`src/rtl/rng_hm_pkg.sv`:
```
package rng_hm_pkg;

    localparam int DATA_W = 32;
    localparam int REG_AW = 3;

    localparam logic [REG_AW-1:0] ADR_STATUS = 3'd4;
    localparam logic [REG_AW-1:0] ADR_CTRL   = 3'd5;
    localparam logic [REG_AW-1:0] ADR_CFG    = 3'd6;
    localparam logic [REG_AW-1:0] ADR_THR    = 3'd7;

    localparam int ST_READY = 0;
    localparam int ST_SHUT  = 1;
    localparam int ST_STUCK = 2;
    localparam int ST_NOISE = 3;

    localparam int CT_EN   = 10;
    localparam int CT_TEST = 8;

    typedef struct packed {
        logic       en;
        logic       test;
        logic [7:1] mask;
    } ctrl_t;

    // order matches status bits 3..1
    typedef struct packed {
        logic noise;
        logic stuck;
        logic shut;
    } flags_t;

endpackage

```
`src/rtl/rng_run_detect.sv`:
```
module rng_run_detect #(
    parameter int RUN_LIMIT = 48
) (
    input  logic clk,
    input  logic rst_n,
    input  logic clr,
    input  logic bit_ok,
    input  logic bit_in,
    output logic evt
);
    localparam int RW = $clog2(RUN_LIMIT + 1);

    typedef struct packed {
        logic [RW-1:0] run;
        logic          last;
        logic          have;
    } run_st_t;

    run_st_t q, d;

    always_comb begin
        d   = q;
        evt = 1'b0;
        if (clr) begin
            d = '0;
        end else if (bit_ok) begin
            if (q.have && (bit_in == q.last)) begin
                if (q.run != RW'(RUN_LIMIT)) d.run = q.run + 1'b1;
                if (q.run == RW'(RUN_LIMIT - 1)) evt = 1'b1;
            end else begin
                d.run = RW'(1);
            end
            d.last = bit_in;
            d.have = 1'b1;
        end
    end

    always_ff @(posedge clk or negedge rst_n) begin
        if (!rst_n) q <= '0;
        else        q <= d;
    end

    // an event leaves the run counter exactly at the limit
    a_r6_evt_at_limit: assert property (@(posedge clk) disable iff (!rst_n)
        evt |=> (q.run == RW'(RUN_LIMIT)));

endmodule

```
`src/rtl/rng_word_packer.sv`:
```
module rng_word_packer #(
    parameter int WORD_W    = 32,
    parameter int NUM_WORDS = 4,
    parameter int REFILL_W  = 8
) (
    input  logic                                clk,
    input  logic                                rst_n,
    input  logic                                en,
    input  logic                                run,
    input  logic                                bit_ok,
    input  logic                                bit_in,
    input  logic                                ack,
    input  logic [REFILL_W-1:0]                 min_refill,
    output logic                                ready_o,
    output logic                                stuck_evt,
    output logic [NUM_WORDS-1:0][WORD_W-1:0]    data_o
);
    localparam int BC_W  = $clog2(WORD_W);
    localparam int IDX_W = $clog2(NUM_WORDS);

    typedef struct packed {
        logic [NUM_WORDS-1:0][WORD_W-1:0] data;
        logic [WORD_W-1:0]                sh;
        logic [WORD_W-1:0]                prev;
        logic                             prev_ok;
        logic [BC_W-1:0]                  bcnt;
        logic [IDX_W-1:0]                 widx;
        logic                             ready;
        logic [REFILL_W-1:0]              gap;
    } pk_st_t;

    pk_st_t q, d;
    logic              take;
    logic [WORD_W-1:0] nsh;

    always_comb begin
        d         = q;
        stuck_evt = 1'b0;
        nsh       = {q.sh[WORD_W-2:0], bit_in};
        take      = en && run && bit_ok && !q.ready && (q.gap == '0);
        if (!en) begin
            d.bcnt  = '0;
            d.widx  = '0;
            d.ready = 1'b0;
            d.gap   = '0;
        end else begin
            if (q.gap != '0) d.gap = q.gap - 1'b1;
            if (ack && q.ready) begin
                d.ready = 1'b0;
                d.gap   = min_refill;
            end
            if (take) begin
                d.sh = nsh;
                if (q.bcnt == BC_W'(WORD_W - 1)) begin
                    d.bcnt         = '0;
                    d.data[q.widx] = nsh;
                    d.prev         = nsh;
                    d.prev_ok      = 1'b1;
                    stuck_evt      = q.prev_ok && (nsh == q.prev);
                    if (q.widx == IDX_W'(NUM_WORDS - 1)) begin
                        d.widx  = '0;
                        d.ready = 1'b1;
                    end else begin
                        d.widx = q.widx + 1'b1;
                    end
                end else begin
                    d.bcnt = q.bcnt + 1'b1;
                end
            end
        end
    end

    always_ff @(posedge clk or negedge rst_n) begin
        if (!rst_n) q <= '0;
        else        q <= d;
    end

    assign ready_o = q.ready;
    assign data_o  = q.data;

    // a full bank is frozen until acknowledged
    a_r3_hold_data: assert property (@(posedge clk) disable iff (!rst_n)
        (ready_o && !ack) |=> $stable(data_o));

    // disabled means not ready
    a_r5_disabled_idle: assert property (@(posedge clk) disable iff (!rst_n)
        !en |=> !ready_o);

endmodule

```
`src/rtl/rng_alarm_cnt.sv`:
```
module rng_alarm_cnt #(
    parameter int CNT_W = 8
) (
    input  logic             clk,
    input  logic             rst_n,
    input  logic             clr,
    input  logic             hold,
    input  logic [1:0]       evt_n,
    input  logic [CNT_W-1:0] thr,
    output logic             over_o
);
    localparam int QW = CNT_W + 1;
    localparam logic [QW:0] CMAX = {1'b0, {QW{1'b1}}};

    logic [QW-1:0] cnt_q, cnt_d;
    logic [QW:0]   sum;

    always_comb begin
        cnt_d = cnt_q;
        sum   = {1'b0, cnt_q} + {{(QW-1){1'b0}}, evt_n};
        if (clr)                          cnt_d = '0;
        else if (!hold && evt_n != 2'd0)  cnt_d = (sum > CMAX) ? CMAX[QW-1:0] : sum[QW-1:0];
    end

    always_ff @(posedge clk or negedge rst_n) begin
        if (!rst_n) cnt_q <= '0;
        else        cnt_q <= cnt_d;
    end

    assign over_o = cnt_q > {1'b0, thr};

    // test mode freezes the count
    a_r9_hold_count: assert property (@(posedge clk) disable iff (!rst_n)
        (hold && !clr) |=> $stable(cnt_q));

    // clearing drops the overflow indication
    a_r10_clear_count: assert property (@(posedge clk) disable iff (!rst_n)
        clr |=> !over_o);

endmodule

```
`src/rtl/rng_health_mon.sv`:
```
module rng_health_mon
    import rng_hm_pkg::*;
#(
    parameter int NUM_WORDS = 4,
    parameter int RUN_LIMIT = 48,
    parameter int THR_W     = 8
) (
    input  logic              clk,
    input  logic              rst_n,
    input  logic              bit_in,
    input  logic              bit_valid,
    input  logic              reg_wr,
    input  logic [REG_AW-1:0] reg_addr,
    input  logic [DATA_W-1:0] reg_wdata,
    output logic [DATA_W-1:0] reg_rdata,
    output logic              irq,
    output logic              src_run
);
    localparam int IDX_W = $clog2(NUM_WORDS);
    localparam logic [REG_AW-1:0] LAST_DATA = REG_AW'(NUM_WORDS - 1);
    localparam logic [THR_W-1:0]  THR_RST   = {THR_W{1'b1}};

    typedef struct packed {
        ctrl_t             ctrl;
        logic [DATA_W-1:0] cfg;
        logic [THR_W-1:0]  thr;
        flags_t            fl;
    } top_st_t;

    top_st_t s_q, s_d;

    logic wr_st, wr_ctrl, wr_cfg, wr_thr;
    logic ack, clr_alarm;
    logic noise_evt, stuck_evt, over, ready;
    logic [NUM_WORDS-1:0][DATA_W-1:0] words;

    assign wr_st     = reg_wr && (reg_addr == ADR_STATUS);
    assign wr_ctrl   = reg_wr && (reg_addr == ADR_CTRL);
    assign wr_cfg    = reg_wr && (reg_addr == ADR_CFG);
    assign wr_thr    = reg_wr && (reg_addr == ADR_THR);
    assign ack       = wr_st && reg_wdata[ST_READY];
    assign clr_alarm = wr_st && reg_wdata[ST_SHUT];
    assign src_run   = s_q.ctrl.en && !s_q.fl.shut;

    rng_word_packer #(
        .WORD_W    (DATA_W),
        .NUM_WORDS (NUM_WORDS),
        .REFILL_W  (8)
    ) u_pack (
        .clk        (clk),
        .rst_n      (rst_n),
        .en         (s_q.ctrl.en),
        .run        (src_run),
        .bit_ok     (bit_valid),
        .bit_in     (bit_in),
        .ack        (ack),
        .min_refill (s_q.cfg[7:0]),
        .ready_o    (ready),
        .stuck_evt  (stuck_evt),
        .data_o     (words)
    );

    rng_run_detect #(
        .RUN_LIMIT (RUN_LIMIT)
    ) u_run (
        .clk    (clk),
        .rst_n  (rst_n),
        .clr    (!s_q.ctrl.en),
        .bit_ok (bit_valid && src_run),
        .bit_in (bit_in),
        .evt    (noise_evt)
    );

    rng_alarm_cnt #(
        .CNT_W (THR_W)
    ) u_alarm (
        .clk    (clk),
        .rst_n  (rst_n),
        .clr    (clr_alarm),
        .hold   (s_q.ctrl.test),
        .evt_n  ({1'b0, noise_evt} + {1'b0, stuck_evt}),
        .thr    (s_q.thr),
        .over_o (over)
    );

    always_comb begin
        s_d = s_q;
        if (wr_ctrl) begin
            s_d.ctrl.en   = reg_wdata[CT_EN];
            s_d.ctrl.test = reg_wdata[CT_TEST];
            s_d.ctrl.mask = reg_wdata[7:1];
        end
        if (wr_cfg) s_d.cfg = reg_wdata;
        if (wr_thr) s_d.thr = reg_wdata[THR_W-1:0];
        if (wr_st && reg_wdata[ST_NOISE]) s_d.fl.noise = 1'b0;
        if (wr_st && reg_wdata[ST_STUCK]) s_d.fl.stuck = 1'b0;
        if (noise_evt) s_d.fl.noise = 1'b1;
        if (stuck_evt) s_d.fl.stuck = 1'b1;
        if (clr_alarm) s_d.fl.shut = 1'b0;
        else if (over) s_d.fl.shut = 1'b1;
    end

    always_ff @(posedge clk or negedge rst_n) begin
        if (!rst_n) begin
            s_q     <= '0;
            s_q.thr <= THR_RST;
        end else begin
            s_q <= s_d;
        end
    end

    always_comb begin
        reg_rdata = '0;
        if (reg_addr <= LAST_DATA) begin
            reg_rdata = words[reg_addr[IDX_W-1:0]];
        end else begin
            unique case (reg_addr)
                ADR_STATUS: reg_rdata[3:0] = {s_q.fl, ready};
                ADR_CTRL: begin
                    reg_rdata[CT_EN]   = s_q.ctrl.en;
                    reg_rdata[CT_TEST] = s_q.ctrl.test;
                    reg_rdata[7:1]     = s_q.ctrl.mask;
                end
                ADR_CFG: reg_rdata = s_q.cfg;
                ADR_THR: reg_rdata[THR_W-1:0] = s_q.thr;
                default: reg_rdata = '0;
            endcase
        end
    end

    assign irq = |(s_q.fl & s_q.ctrl.mask[3:1]);

    // irq only with a pending flag
    a_r11_irq_needs_flag: assert property (@(posedge clk) disable iff (!rst_n)
        irq |-> (s_q.fl != 3'b000));

    // shutdown stays until software clears it
    a_r8_shut_sticky: assert property (@(posedge clk) disable iff (!rst_n)
        (s_q.fl.shut && !clr_alarm) |=> s_q.fl.shut);

endmodule

```
`config.mk`:
```
export PLATFORM = sky130hd
export DESIGN_NAME = rng_health_mon
export DESIGN_NICKNAME = d
export VERILOG_FILES = /design/src/rtl/rng_hm_pkg.sv /design/src/rtl/rng_run_detect.sv /design/src/rtl/rng_word_packer.sv /design/src/rtl/rng_alarm_cnt.sv /design/src/rtl/rng_health_mon.sv
export SDC_FILE = /design/constraint.sdc
export NUM_CORES = 1
export LEC_CHECK = 0
export ABC_AREA = 1
export CAP_MARGIN = 20
export CORE_MARGIN = 2
export CORE_UTILIZATION = 25
export CTS_BUF_LIST = sky130_fd_sc_hd__clkbuf_8
export CTS_CLUSTER_DIAMETER = 120
export CTS_CLUSTER_SIZE = 28
export DETAILED_ROUTE_END_ITERATION = 10
export GPL_TIMING_DRIVEN = 0
export PLACE_DENSITY = 0.49
export SKIP_CTS_REPAIR_TIMING = 1
export SYNTH_ARGS = -nofsm -noshare
export SYNTH_HDL_FRONTEND = slang
export SYNTH_SLANG_ARGS = --single-unit
```
`constraint.sdc`:
```
create_clock -name clk -period 3.7 [get_ports clk]
set_input_delay 0.37 -clock clk [delete_from_list [all_inputs] [get_ports clk]]
set_output_delay 0.37 -clock clk [all_outputs]
set_load 0.1 [all_outputs]
```
==> run summary <==
CORE AREA: 51200 µm²
All-Layer GR Usage: 14.1%
RR Startpoint: u_pack.q[11]
first-pass GRT wire length: 59.5 mm
Synth area leader: dfrtp_1
final setup skew: 0.0140 ns
DIE WIDTH: 231 µm
Sequential Area: 6940 µm²
Worst VDD drop: 210 µV
DRT iter0 DRCs: 837
Mapped Area: 12900 µm²
setup tns final: 0 ns
TritonCTS buffer count: 13
HPWL after DPL: 27.2 mm
Final period util: 95.7%
number of global-route vias before repair: 10200
Synth Area in Compound Gates: 14.5%
max-slew violation count: 0
total of fill cells in the finished design: 5465
Starting Density: 25.2%
Hold Slack: 0.355 ns
top-count cell post-synth: nand2_1
synthesis-stage register bit count: 277
Synth Net Count: 1558
relative slew slack: 34.3%
Post-synth top cells: nand2_1 (522), dfrtp_1 (269), o21ai_0 (194), inv_1 (121), nor2_1 (51)
origin of the worst setup path: reg_addr[1]
average wire per cell in the routed design: 16.7 µm
Setup WS post-layout: 0.159 ns
Setup WS pre-CTS: -0.521 ns
final hold violation count: 0
Area growth, synth to finish: 13.7%
RSZ-0062 raised after global routing: false
crit path cell chain: clkdlybuf4s50_1 -> inv_1 -> nor2_2 -> nand2_1 -> inv_2 -> clkbuf_1 -> a22oi_1 -> o211ai_1 -> clkbuf_2
post-synthesis sequential area ratio: 53.7%
number of cell rows: 83
area share of the largest cell type after synthesis: 52.1%
# clock sinks: 277
adder-cell area share of the yosys netlist: 2.28%
Pre-antenna DRT Iters: 5
main combinational cell family by area after synthesis: simple AND/OR/NAND/NOR gates
Yosys cell types: 46
Die ar.: 53500 µm²
Worst setup SP type: input port
xor-xnor portion of the synthesized cell area: 0.745%
FF-to-FF path depth: 22
leakage power: 6.69 nW
Routed WL: 38.0 mm
slew at the pin closest to its max-slew limit: 0.982 ns
DRT antenna net count: 0
CP max-delay cell: clkdlybuf4s50_1
FMAX: 0.282 GHz
Worst setup EP type: output port
fin util: 28.7%
TritonCTS clock tree: built
kind of critical path: input port to output port
Hold WC Path Type: input port to flop
ys flop type: dfrtp_1
CP Max Fanout: 10
antenna violations before repair: 1
share of cells above drive strength 1: 10.5%
RePlAce Congestion: 0.792
Clk pin slew, worst setup/hold paths: 0.17 ns
Synth area leaders: dfrtp_1 (52%), nand2_1 (15%), o21ai_0 (7.5%), inv_1 (3.5%), ha_1 (2.1%)
worst r2r dst: u_alarm.cnt_q[8]
Die Span Y: 231 µm
DRC violations left: 0
MaxCap Viol Count: 0
IO Pins: 74
PD cells: 388 nW/µm²
fin nets: 1653
multiplexer share of the synthesized area: 1.92%
Critical Path Sink: reg_rdata[0]
crit path DAT: 3.17 ns
fin crit period: 3.54 ns
worst skew pair latency: 0.58 ns
r2r setup slk: 0.31 ns
Worst EP required: 3.33 ns
root buf cell: clkbuf_8
CP max stage delay: 0.60 ns
average cell area after synthesis: 8.65 µm²
total grt overflow: 0
Cells after Synth: 1495
Warnings, synthesis: 0
H-tree depth: 1
Vias/cell: 4.56
CTS max path bufs: 3
outcome: complete, no violations
largest net degree at the start of global routing: 100
area of the multi-input gates: 5250 µm²
ys async rst share: 100%
port bufs: 73
DR vias: 10400
Post-synth EDFFs: 0
final setup violation count: 0
fraction of the mapped netlist area in simple logic gates: 20.9%
-- critical path, delay by kind of cell --
kind / cells / cell delay [ns]
AOI/OAI and AO/OA: 2 / 0.35
buffers and inverters: 5 / 1.98
and+or+nand+nor: 2 / 0.45
-- sequential cells by signal, indices dropped and copies added, names as in the netlist --
name            count
s_q                52
u_alarm.cnt_q       9
u_pack.data_o     128
u_pack.nsh         31
u_pack.q           48
u_pack.ready_o      1
u_run.q             8
-- placed cells by master (no fill, tap or decap), types with 3 or more instances in the layout --
| cell type | count |
|---|---|
| xnor2_1 | 4 |
| nand4_1 | 29 |
| a22oi_1 | 19 |
| buf_2 | 13 |
| o21ai_2 | 29 |
| o21ai_1 | 23 |
| nand3_1 | 25 |
| nor2_1 | 50 |
| buf_6 | 7 |
| dfrtp_1 | 269 |
| a21oi_1 | 14 |
| or2_2 | 3 |
| o211ai_1 | 5 |
| nor2_2 | 6 |
| inv_2 | 5 |
| o21ai_0 | 194 |
| nand2_2 | 5 |
| xor2_1 | 7 |
| clkdlybuf4s50_1 | 41 |
| clkbuf_8 | 14 |
| clkbuf_1 | 38 |
| ha_1 | 20 |
| buf_4 | 5 |
| mux2_2 | 22 |
| clkbuf_2 | 32 |
| dfstp_2 | 8 |
| nor3_1 | 5 |
| a22o_1 | 23 |
| nor2_4 | 3 |
| nand2_1 | 522 |
| inv_1 | 123 |
-- layout make-up --
| type | instances | share of cell area, % |
|---|---|---|
| multi-input cells | 1031 | 35.7 |
| plain buffers | 62 | 2.09 |
| clock buffers | 14 | 1.31 |
| clock inverters | 4 | 0.102 |
| flip-flops and latches | 277 | 47.2 |
| inverters | 125 | 3.19 |
| diodes | 1 | 0.0170 |
| repair buffers | 80 | 4.60 |
| well taps | 680 | 5.79 |
-- worst min-delay path by stage --
stage / startpoint / to / slack, ns / cells past startpoint
floorplan: rst_n / s_q[0] / 0.07 / 0
global placement: u_pack.q[16] / u_pack.q[16] / 0.45 / 1
detailed placement: rst_n / s_q[22] / 0.44 / 1
CTS: rst_n / u_pack.data_o[110] / -0.20 / 1
global route: reg_wdata[20] / s_q[31] / 0.37 / 2
finish: reg_wdata[8] / s_q[50] / 0.35 / 3
-- cell families (layout without fill, tap and decap cells) --
group / after synthesis / after routing
AOI/OAI and AO/OA: 317 / 317
other: 0 / 1
xor gates and xnor gates: 11 / 11
and+or+nand+nor: 658 / 658
DFF: 277 / 277
adders and majority gates: 23 / 23
muxes: 22 / 22
buffers and inverters: 187 / 285
-- stage by stage --
| step | power (W) | area, µm² | std cells |
|---|---|---|---|
| CTS | 0.00576 | 14800 | 2268 |
| finish | 0.00570 | 14700 | 2274 |
| global route | 0.00598 | 14700 | 2273 |
| detailed placement | 0.00444 | 14600 | 2250 |
| floorplan | 0.00407 | 12900 | 1495 |
| global placement | 0.00442 | 14500 | 2248 |
-- where the power goes --
part / internal (W) / total (W) / leakage [nW] / switching (W)
clock: 0.000353 / 0.00132 / 0.122 / 0.000964
combinational: 0.000346 / 0.00105 / 2.94 / 0.000707
sequential: 0.00320 / 0.00333 / 3.63 / 0.000126
-- layer usage --
layer	track usage (%)	routed length [µm]	up-vias
met5	0	0	-
met2	23.9	18000	188
met4	3.29	527	0
met1	19.7	18000	5108
met3	0.984	1400	27
li1	-	-	5037
No activity file was read; power rests on OpenSTA's default activity.
